### config.mk
export PLATFORM = sky130hd
export DESIGN_NAME = flash_bbscan
export DESIGN_NICKNAME = d
export VERILOG_FILES = /design/src/rtl/flash_bbscan.sv
export SDC_FILE = /design/constraint.sdc
export NUM_CORES = 1
export LEC_CHECK = 0
export BUFFER_PORTS_ARGS = -buffer_cell sky130_fd_sc_hd__buf_4
export CAP_MARGIN = 20
export CELL_PAD_IN_SITES_DETAIL_PLACEMENT = 1
export CELL_PAD_IN_SITES_GLOBAL_PLACEMENT = 2
export CORE_UTILIZATION = 40
export DETAILED_ROUTE_END_ITERATION = 10
export PLACE_DENSITY_LB_ADDON = 0.1
export SYNTH_ARGS = -nofsm -noshare
export SYNTH_HDL_FRONTEND = slang
export SYNTH_SLANG_ARGS = --single-unit
### constraint.sdc
create_clock -name clk -period 4.2 [get_ports clk]
set_input_delay 0.63 -clock clk [delete_from_list [all_inputs] [get_ports clk]]
set_output_delay 0.63 -clock clk [all_outputs]
set_load 0.01 [all_outputs]
### src/rtl/flash_bbscan.sv
module flash_bbscan #(
  parameter int BLK_W  = 6,
  parameter int PAGE_W = 24
) (
  input  logic              clk,
  input  logic              rst_n,
  input  logic              start,
  input  logic [BLK_W:0]    first_blk,
  input  logic [BLK_W:0]    last_blk,
  input  logic [BLK_W:0]    num_blocks,
  input  logic [PAGE_W-1:0] pages_per_blk,
  input  logic              bus16,
  input  logic              large_page,
  output logic              rd_req,
  output logic [PAGE_W-1:0] rd_page,
  input  logic              rd_done,
  input  logic [47:0]       rd_spare,
  output logic              busy,
  output logic              done,
  output logic              rejected,
  input  logic [BLK_W-1:0]  tbl_addr,
  output logic [1:0]        tbl_flag
);
  localparam int DEPTH = 1 << BLK_W;
  localparam logic [1:0] FLAG_UNK  = 2'b00;
  localparam logic [1:0] FLAG_GOOD = 2'b01;
  localparam logic [1:0] FLAG_BAD  = 2'b10;

  logic [1:0]        tbl [DEPTH];
  logic              busy_q, done_q, rej_q;
  logic [BLK_W-1:0]  cur, last_q;
  logic [PAGE_W-1:0] page_q, ppb_q;
  logic              bus16_q, large_q;

  wire [BLK_W-1:0] first_mag = first_blk[BLK_W-1:0];
  wire [BLK_W-1:0] last_mag  = last_blk[BLK_W-1:0];
  wire first_bad = first_blk[BLK_W] || ({1'b0, first_mag} >= num_blocks);
  wire last_clip = last_blk[BLK_W]  || ({1'b0, last_mag}  >= num_blocks);
  wire [BLK_W:0]   num_m1   = num_blocks - 1'b1;
  wire [BLK_W-1:0] last_eff = last_clip ? num_m1[BLK_W-1:0] : last_mag;
  wire empty = last_eff < first_mag;
  wire [PAGE_W-1:0] page0 = {{(PAGE_W-BLK_W){1'b0}}, first_mag} * pages_per_blk;

  wire [7:0] b0 = rd_spare[7:0];
  wire [7:0] b1 = rd_spare[15:8];
  wire [7:0] b5 = rd_spare[47:40];
  wire blk_bad = (bus16_q && ((b0 & b1) != 8'hFF)) ||
                 (!large_q && (b5 != 8'hFF)) ||
                 (large_q && (b0 != 8'hFF));

  assign rd_req   = busy_q;
  assign rd_page  = page_q;
  assign busy     = busy_q;
  assign done     = done_q;
  assign rejected = rej_q;
  assign tbl_flag = tbl[tbl_addr];

  always_ff @(posedge clk or negedge rst_n) begin
    if (!rst_n) begin
      busy_q  <= 1'b0;
      done_q  <= 1'b0;
      rej_q   <= 1'b0;
      cur     <= '0;
      last_q  <= '0;
      page_q  <= '0;
      ppb_q   <= '0;
      bus16_q <= 1'b0;
      large_q <= 1'b0;
      for (int i = 0; i < DEPTH; i++) tbl[i] <= FLAG_UNK;
    end else begin
      done_q <= 1'b0;
      rej_q  <= 1'b0;
      if (!busy_q) begin
        if (start) begin
          if (first_bad) rej_q <= 1'b1;
          else if (empty) done_q <= 1'b1;
          else begin
            busy_q  <= 1'b1;
            cur     <= first_mag;
            last_q  <= last_eff;
            page_q  <= page0;
            ppb_q   <= pages_per_blk;
            bus16_q <= bus16;
            large_q <= large_page;
          end
        end
      end else if (rd_done) begin
        tbl[cur] <= blk_bad ? FLAG_BAD : FLAG_GOOD;
        if (cur == last_q) begin
          busy_q <= 1'b0;
          done_q <= 1'b1;
        end else begin
          cur    <= cur + 1'b1;
          page_q <= page_q + ppb_q;
        end
      end
    end
  end
endmodule

==> impl_metrics.ini, run 1 <==
[global_routing]
overflow = 0
grt_use_met3_pct = 2.382
antenna_found_initial = 0
grt_pass1_vias = 11846
grt_usage_pct = 22.31
grt_util_met1_pct = 31.30
grt_pass1_wl_mm = 64.31
grt_max_degree = 90
busiest_layer = met2
use_met2_pct = 37.26

[clock_network]
clk_path_buf_depth = 2
clock_sinks = 193
cts_tree = built
htreeDepth = 4
clk_pin_slew_worst_paths_ns = 0.07
numCtsBuffers = 17
clk_latency_ns = 0.44
cts-root-buf = clkbuf_16

[cells_and_area]
syn2layout_area_growth_pct = 21.50
antennaDiodeCount = 0
stdcell_count = 2075
fill_cells = 3955
nets = 1853
drive_gt1_share_pct = 30.86

[sta]
slew_headroom_pct = 40.08
drv_slew = 0
timing.hold.ws_ns = 0.1996
hold_violations = 0
max_freq_mhz = 238.5
postLayoutSetupSlackWorst_ns = 0.006949
fin_crit_sh_pct = 99.83
tightestPinTransition_ns = 0.8988
finalSetupViolations = 0
rsz0062_at_grt = true
finalClockSkew_ns = 0.008936
min_period_ns = 4.193

[yosys]
avgSynthCellArea_sq_um = 10.16
yosysMostFrequentCell = dfrtp_1
synth_edf_count = 0
seq_area_frac_synth_pct = 33.21
ys_ff_latch = 193
yosysTopAreaCellShare_pct = 33.21
yosysWarnings = 0
synth_top_cell_by_area = dfrtp_1
synth_cell_types = 66
yosys_most_used_dff = dfrtp_1
synth_area_leaders = dfrtp_1 33%, fa_1 11%, mux4_2 6.5%
synth_common_cells = 193 x dfrtp_1, 130 x nand2_1, 126 x inv_1, 108 x and2_1, 102 x a21oi_1
synth_fp_nets = 1682
netlist_area_sq_um = 14540
synthArstFlopShare_pct = 100.0
syn_inst = 1431

[place]
dp_cells = 2037
post-dp-hpwl_mm = 29.57
io_buffer_count = 110
post-place-ws_ns = -0.5912
routabilityCongestion = 0.7980

[die]
fp.dieH_microns = 192.7
coreArea_sq_um = 35660
die_w_microns = 192.7
start_util_pct = 40.79
ios = 135
fp-row-count = 69
die-area_sq_um = 37120

[route]
wire_per_inst_microns = 19.23
drt_wl_total_mm = 39.90
dr_total_vias = 11135
final_antenna_net_count = 0
vias_per_cell = 5.366
drt_iter0_drc = 601
dr.pass1.iters = 8
drc = 8

[outcome]
status = finished with violations
violations = DRC

[worst_setup_path]
cp.arrival_ns = 4.52
cpMostUsedCell = fa_1
crit_required_ns = 4.53
r2r-end = rd_page[22]
max_stage_delay_ns = 0.51
cp_slowest_cell = fa_1
critPathKind = input port to register
ff2ff_setup_slack_ns = 1.10
critPathMaxFanout = 7
path_cells = buf_4 -> and2_4 -> fa_1 -> fa_1 -> inv_1 -> fa_1 -> inv_2 -> ha_4 -> nand2_2 -> o21a_1 -> o21ai_2 -> nand3_2 -> a311oi_2 -> a31o_2 -> a31oi_4 -> xnor2_2 -> a221o_1
critPathCaptureType = register
r2r_start = rd_page[0]
crit_path_start_kind = input port
r2r_cells = 13

[job]
maxCapViolations = 0

[pwr]
ir_worst_vdd_mv = 0.3214
p_total_w = 0.01118
powerDensity_nw_per_um2 = 632.9
p_leak_nw = 8.434

[worst_hold_path]
hold_path.class = input port to asynchronous set/reset pin
[worst max path at each step]
| stage | start | to | slack (ns) | cells past startpoint |
|---|---|---|---|---|
| final | pages_per_blk[5] | rd_page[23] | 0.007 | 17 |
| after detailed placement | first_blk[2] | rd_page[23] | -0.59 | 17 |
| after global routing | first_blk[1] | rd_page[23] | -0.13 | 17 |
| after CTS | first_blk[3] | rd_page[23] | 0.0004 | 17 |
| after floorplan | first_blk[0] | rd_page[23] | -0.25 | 17 |
| after global placement | first_blk[2] | rd_page[23] | -0.53 | 17 |
[sequential cells by signal, indices dropped and copies added, names as in the netlist]
register / cells
last_q: 6
rejected: 1
large_q: 1
bus16_q: 1
ppb_q: 24
done: 1
tbl: 128
cur: 6
rd_page: 24
busy: 1
[layout by cell type, fill, tap and decap left out, types with 25 or more instances in the layout]
cell type and instances:
a21o_1 27, a21oi_1 94, a31oi_1 68, and2_1 93, buf_4 229, dfrtp_1 192, fa_1 77, ha_1 62
inv_1 120, mux2_2 76, mux2_4 25, mux4_2 42, nand2_1 129, nor2_1 51, o21ai_0 35, xnor2_1 32
[critical path, delay by kind of cell]
| family | cells | cell delay (ns) |
|---|---|---|
| AO/OA/AOI/OAI | 6 | 1.40 |
| XOR/XNOR | 1 | 0.16 |
| adder cells (fa/ha/maj) | 4 | 1.78 |
| buffers and inverters | 3 | 0.24 |
| AND/OR/NAND/NOR | 3 | 0.32 |
[per-stage QoR]
stage / TNS [ns] / area (sq um) / utilization [%]
2_1_floorplan: -0.8092 / 14700 / -
3_3_place_gp: -27.12 / 16750 / 46.99
3_5_place_dp: -30.76 / 16750 / 46.99
4_1_cts: 0 / 17490 / 49.06
5_1_grt: -0.3662 / 17670 / 49.56
6_report: 0 / 17670 / 49.56
[logic make-up after synthesis]
kind of cell	after synthesis	synth area share [%]
adders and majority gates	146	16.59
and+or+nand+nor	375	12.71
AOI/OAI and AO/OA	294	12.72
muxes	151	15.50
buffers and inverters	220	6.143
DFF	193	33.21
xor gates and xnor gates	52	3.132
[where the power goes]
part           internal, W  switching (W)
Sequential         0.00253       0.000541
Combinational      0.00306        0.00324
Clock              0.00107       0.000746
[metal layers]
metal	up-vias	share of wire [%]
li1	5276	-
met1	5705	48
met2	131	49
met3	23	2.3
met4	0	0.89
met5	-	0
[area by class of cell]
| type | instances | area, sq um | area share (%) |
|---|---|---|---|
| flip-flops and latches | 193 | 4831 | 27.34 |
| inverters | 127 | 476.7 | 2.698 |
| clock inverters | 13 | 209.0 | 1.183 |
| repair buffers | 245 | 1976 | 11.18 |
| clock buffers | 18 | 439.2 | 2.485 |
| multi-input cells | 1018 | 9161 | 51.85 |
| well taps | 461 | 576.8 | 3.264 |
[what timing repair did]
item,in CTS,in global routing
endpoints found under the setup margin,51,56
pin swaps,12,26
hold buffers,0,0
setup buffers,5,2
resized for setup,15,35
No activity file was read; power rests on OpenSTA's default activity.
==> run 2, diff against run 1 <==
--- a/config.mk
+++ b/config.mk
@@ -12,6 +12,7 @@
 export CORE_UTILIZATION = 40
 export DETAILED_ROUTE_END_ITERATION = 10
 export PLACE_DENSITY_LB_ADDON = 0.1
+export REMOVE_ABC_BUFFERS = 1
 export SYNTH_ARGS = -nofsm -noshare
 export SYNTH_HDL_FRONTEND = slang
 export SYNTH_SLANG_ARGS = --single-unit
==> run 2 against run 1 <==
Against the previous run:
- the run ends with DRC, setup timing left
- hold slack better by 0.018 ns
- final cell count is 0.34% higher
- die area stayed put
- clock power is 13% lower
- non-clock buffer count is 6 higher
- combinational power is 1% higher
- fmax is 1.7% lower
- critical endpoint unchanged
- largest cell class unchanged
==> impl_metrics.ini, run 2 (synthesis gave the netlist of run 1 again) <==
[place]
dpl_cell_area_sq_um = 16550
routabilityCongestion = 0.8011
io_buffer_count = 110
post-dp-hpwl_mm = 29.70

[pwr]
ir_worst_vdd_mv = 0.3471
pwr-share-comb_pct = 57.7
powerDensity_nw_per_um2 = 622.0
p_leak_nw = 8.452
p_clk_share_pct = 14.4
p_int_w = 0.006413
seq_power_share_pct = 27.9
p_total_w = 0.01102
p_sw_w = 0.004611
swShare_pct = 41.83

[clock_network]
clk_latency_ns = 0.45
cts_tree = built
clock_sinks = 193
clk_path_buf_depth = 2
ctsHoldBuffers = 0
numCtsBuffers = 17
cts-root-buf = clkbuf_16
clk_pin_slew_worst_paths_ns = 0.07
htreeDepth = 4

[global_routing]
grt_pass1_wl_mm = 66.23
overflow = 0
grt_max_degree = 87
grt_usage_pct = 23.01
grt_pass1_vias = 12394
antenna_found_initial = 0

[outcome]
violations = DRC, setup timing
status = finished with violations

[route]
vias_per_cell = 5.380
drt_wl_total_mm = 41.24
dr_total_vias = 11201
final_antenna_net_count = 0
drt_iter0_drc = 425
dr.pass1.iters = 8
drc = 2
wire_per_inst_microns = 19.81

[cells_and_area]
final_cell_mix = 221 x buf_4, 192 x dfrtp_1, 128 x nand2_1
syn2layout_area_growth_pct = 21.87
regMostFlops = tbl
nets = 1859
fill_cells = 3930
drive_gt1_share_pct = 31.15
layout.cells.most_common = buf_4
antennaDiodeCount = 0
finalInstanceArea_sq_um = 17720
largest_reg_flops = 128

[die]
fp-row-count = 69
fp.dieH_microns = 192.7
coreArea_sq_um = 35660
start_util_pct = 40.79
ios = 135
die_w_microns = 192.7
die-area_sq_um = 37120

[sta]
finalSetupViolations = 1
fin_crit_sh_pct = 101.5
drv_slew = 0
min_period_ns = 4.265
max_freq_mhz = 234.5
finalClockSkew_ns = 0.01209
postLayoutSetupSlackWorst_ns = -0.06486
rsz0062_at_grt = true
tightestPinTransition_ns = 0.8888
hold_violations = 0
slew_headroom_pct = 40.74

[worst_setup_path]
critPathCaptureType = register
crit_required_ns = 4.53
critPathMaxFanout = 6
cp.arrival_ns = 4.59
crit_path_start_kind = input port
critPathKind = input port to register

[worst_hold_path]
hold_path.class = input port to asynchronous set/reset pin

[job]
maxCapViolations = 0
## run 2: critical path: stages
cell	delay, ns
buf_12	0.12
buf_8	0.12
and2_4	0.13
fa_1	0.48
fa_1	0.49
inv_1	0.05
fa_1	0.52
inv_2	0.05
ha_4	0.16
a2111oi_4	0.40
o21a_1	0.26
o21ai_2	0.09
nand3_2	0.11
a311oi_2	0.11
a31o_2	0.28
a31oi_2	0.20
xnor2_1	0.09
a221o_1	0.30
## run 2: cell type report
type	instances	area [sq um]	share of cell area, %
Tap cell	461	576.8	3.255
Clock buffer	18	439.2	2.478
Multi-Input combinational cell	1018	9165	51.71
Sequential cell	193	4831	27.26
Timing Repair Buffer	251	2115	11.93
Inverter	127	476.7	2.690
Clock inverter	14	120.1	0.6777
## run 2: path summary, 6_finish.rpt
check | start | endpoint | slack, ns | cells past startpoint
worst min register to register | tbl[56] | tbl[56] | 0.51 | 1
worst max-delay path | first_blk[2] | rd_page[23] | -0.06 | 18
min in group clk | bus16 | bus16_q | 0.42 | 2
max in group asynchronous | rst_n | tbl[120] | 3.06 | 2
worst min-delay path | rst_n | tbl[68] | 0.22 | 1
worst max register to register | rd_page[0] | rd_page[22] | 0.99 | 12
## run 2: power by group through the flow
stage | Sequential [W] | Clock [W] | Combinational [W]
3_5_place_dp | 0.00310 | 0 | 0.00595
6_report | 0.00308 | 0.00159 | 0.00636
5_1_grt | 0.00316 | 0.00170 | 0.00710
2_1_floorplan | 0.00298 | 0 | 0.00395
3_3_place_gp | 0.00307 | 0 | 0.00580
4_1_cts | 0.00308 | 0.00162 | 0.00616
## run 2: stage by stage
| stage | hold slack, ns | std cells | utilization, % | setup slack (ns) | setup TNS (ns) |
|---|---|---|---|---|---|
| 2_1_floorplan | 0.3344 | 1338 | - | -1.262 | -40.17 |
| 3_3_place_gp | 0.4819 | 2028 | 46.43 | -0.8362 | -21.13 |
| 3_5_place_dp | 0.4912 | 2028 | 46.43 | -0.9914 | -23.81 |
| 4_1_cts | 0.2832 | 2071 | 48.86 | -0.08653 | -0.08653 |
| 5_1_grt | 0.3218 | 2082 | 49.71 | -0.1964 | -0.9679 |
| 6_report | 0.2176 | 2082 | 49.71 | -0.06486 | -0.06486 |
## run 2: layer usage
layer / up-vias / share of wire [%] / track usage (%)
met3: 45 / 2.6 / 2.946
met1: 5714 / 45 / 29.35
met2: 133 / 51 / 40.79
met4: 0 / 1.6 / 5.966
met5: - / 0 / 0
li1: 5309 / - / -
## run 2: repair_timing
action                                 in CTS  in global routing
setup endpoints to repair                  11                 61
pin swaps                                  37                 47
resized for setup                          57                 42
endpoints found under the hold margin       0                  0
gates cloned                                0                  2
setup buffers                              13                  9
==> run 3, diff against run 2 <==
==> constraint.sdc (replaced) <==
create_clock -name clk -period 4.2 [get_ports clk]
set_input_delay 0.63 -clock clk [delete_from_list [all_inputs] [get_ports clk]]
set_output_delay 0.63 -clock clk [all_outputs]
set_load 0.005 [all_outputs]
==> run 3 against run 2 <==
Against the previous run:
- the run still ends with DRC, setup timing left
- combinational power fell by 1%
- non-clock buffer count rose by 3
- flip-flop and latch count did not move
- clock skew rose by 0.0022 ns
- register-to-register slack got worse by 0.02 ns
- fmax barely moved
- largest power group unchanged
==> impl_metrics.ini, run 3 (synthesis gave the netlist of run 1 again) <==
[clock_network]
clock_sinks = 193
clk_path_buf_depth = 2
ctsHoldBuffers = 0
numCtsBuffers = 17
cts_tree = built
cts-root-buf = clkbuf_16
clk_latency_ns = 0.44
htreeDepth = 4
clk_pin_slew_worst_paths_ns = 0.07

[worst_setup_path]
crit_path_start_kind = input port
critPathMaxFanout = 6
cp_num_buf_inv = 6
cp.arrival_ns = 4.59
max_stage_delay_ns = 0.53
cp_slowest_cell = fa_1
path_cells = buf_12 -> buf_6 -> buf_4 -> and2_4 -> fa_1 -> ha_1 -> inv_2 -> fa_1 -> inv_2 -> buf_4 -> fa_2 -> a21oi_2 -> o21a_4 -> o21ai_2 -> nand3_2 -> a311oi_2 -> a31o_2 -> a31oi_2 -> xnor2_1 -> a221o_1
critPathCaptureType = register
critical-path-top-delay-family = adder cells
critPathKind = input port to register
crit_required_ns = 4.53

[sta]
drv_slew = 0
fin_crit_sh_pct = 101.6
tightestPinTransition_ns = 0.8953
max_freq_mhz = 234.3
finalClockSkew_ns = 0.01433
setup_tns_ns = -0.1141
finalSetupViolations = 3
min_period_ns = 4.267
rsz0062_at_grt = true
postLayoutSetupSlackWorst_ns = -0.06726
timing.hold.ws_ns = 0.2535
hold_violations = 0
slew_headroom_pct = 40.32

[route]
final_antenna_net_count = 0
vias_per_cell = 5.386
drt_iter0_drc = 536
dr.pass1.iters = 8
wire_per_inst_microns = 19.57
drc = 2
dr_total_vias = 11230
drt_wl_total_mm = 40.81

[cells_and_area]
layout.cells.most_common = buf_4
fill_cells = 3948
largest_reg_flops = 128
antennaDiodeCount = 0
nets = 1862
final_core_util_pct = 49.65
syn2layout_area_growth_pct = 21.73
regMostFlops = tbl
stdcell_count = 2085
final_cell_mix = 229 x buf_4, 192 x dfrtp_1, 128 x nand2_1
drive_gt1_share_pct = 31.65

[global_routing]
grt_usage_pct = 22.98
grt_pass1_wl_mm = 65.88
grt_pass1_vias = 12099
overflow = 0
grt_max_degree = 87
antenna_found_initial = 0

[worst_hold_path]
hold_path.class = input port to asynchronous set/reset pin

[die]
fp.dieH_microns = 192.7
fp-row-count = 69
ios = 135
start_util_pct = 40.79
coreArea_sq_um = 35660
die-area_sq_um = 37120
die_w_microns = 192.7

[pwr]
p_leak_nw = 8.407
ir_worst_vdd_mv = 0.3422
powerDensity_nw_per_um2 = 615.8

[place]
io_buffer_count = 110
dp_cells = 2028
routabilityCongestion = 0.8011
post-dp-hpwl_mm = 29.54

[job]
maxCapViolations = 0

[outcome]
violations = DRC, setup timing
status = finished with violations
run 3: cell types whose count changed in the layout (fill, tap and decap cells not counted), moves of 3 or more:
cell / previous run / this run
buf_4: 221 / 229
clkinvlp_4: 0 / 6
inv_2: 4 / 9
and2_1: 92 / 96
and2_4: 16 / 12
inv_1: 122 / 118
inv_6: 6 / 2
clkinv_4: 4 / 1
ha_1: 61 / 58
run 3: per-stage QoR:
stage	setup WS (ns)	power, W	area [sq um]
global route	-0.2186	0.01184	17700
floorplan	-1.262	0.006883	14130
detailed placement	-1.000	0.009004	16550
finish	-0.06726	0.01090	17700
CTS	-0.08112	0.01078	17410
global placement	-0.8365	0.008812	16550
run 3: where the power goes:
group,switching [W],internal [W]
logic,0.00320,0.00309
registers,0.000549,0.00253
clock network,0.000754,0.000783
run 3: layer usage:
metal	part of all wire [%]	global-route usage, %
met2	51	40.81
met5	0	0
met3	2.2	3.146
met4	1.2	5.027
met1	46	29.52
run 3: path summary, 6_finish.rpt:
check | slack (ns) | cells after the start | from | to
max in group asynchronous | 3.13 | 2 | rst_n | rd_page[15]
min | 0.25 | 1 | rst_n | tbl[82]
min reg2reg | 0.50 | 1 | tbl[56] | tbl[56]
max reg2reg | 0.97 | 12 | rd_page[0] | rd_page[22]
max | -0.07 | 20 | first_blk[0] | rd_page[23]
min in group clk | 0.42 | 2 | bus16 | bus16_q
run 3: cell type report:
cell class,count,area [sq um],area share (%)
multi-input cells,1018,9179,51.85
flip-flops and latches,193,4831,27.29
repair buffers,254,2093,11.82
well taps,461,576.8,3.258
inverters,127,476.7,2.693
clock buffers,19,442.9,2.502
clock inverters,13,103.9,0.5866
run 3: repair_timing:
action,4_1_cts,5_1_grt
endpoints found under the setup margin,10,61
cloned,0,1
buffers inserted,16,9
pin swaps,29,40
resized for setup,49,49
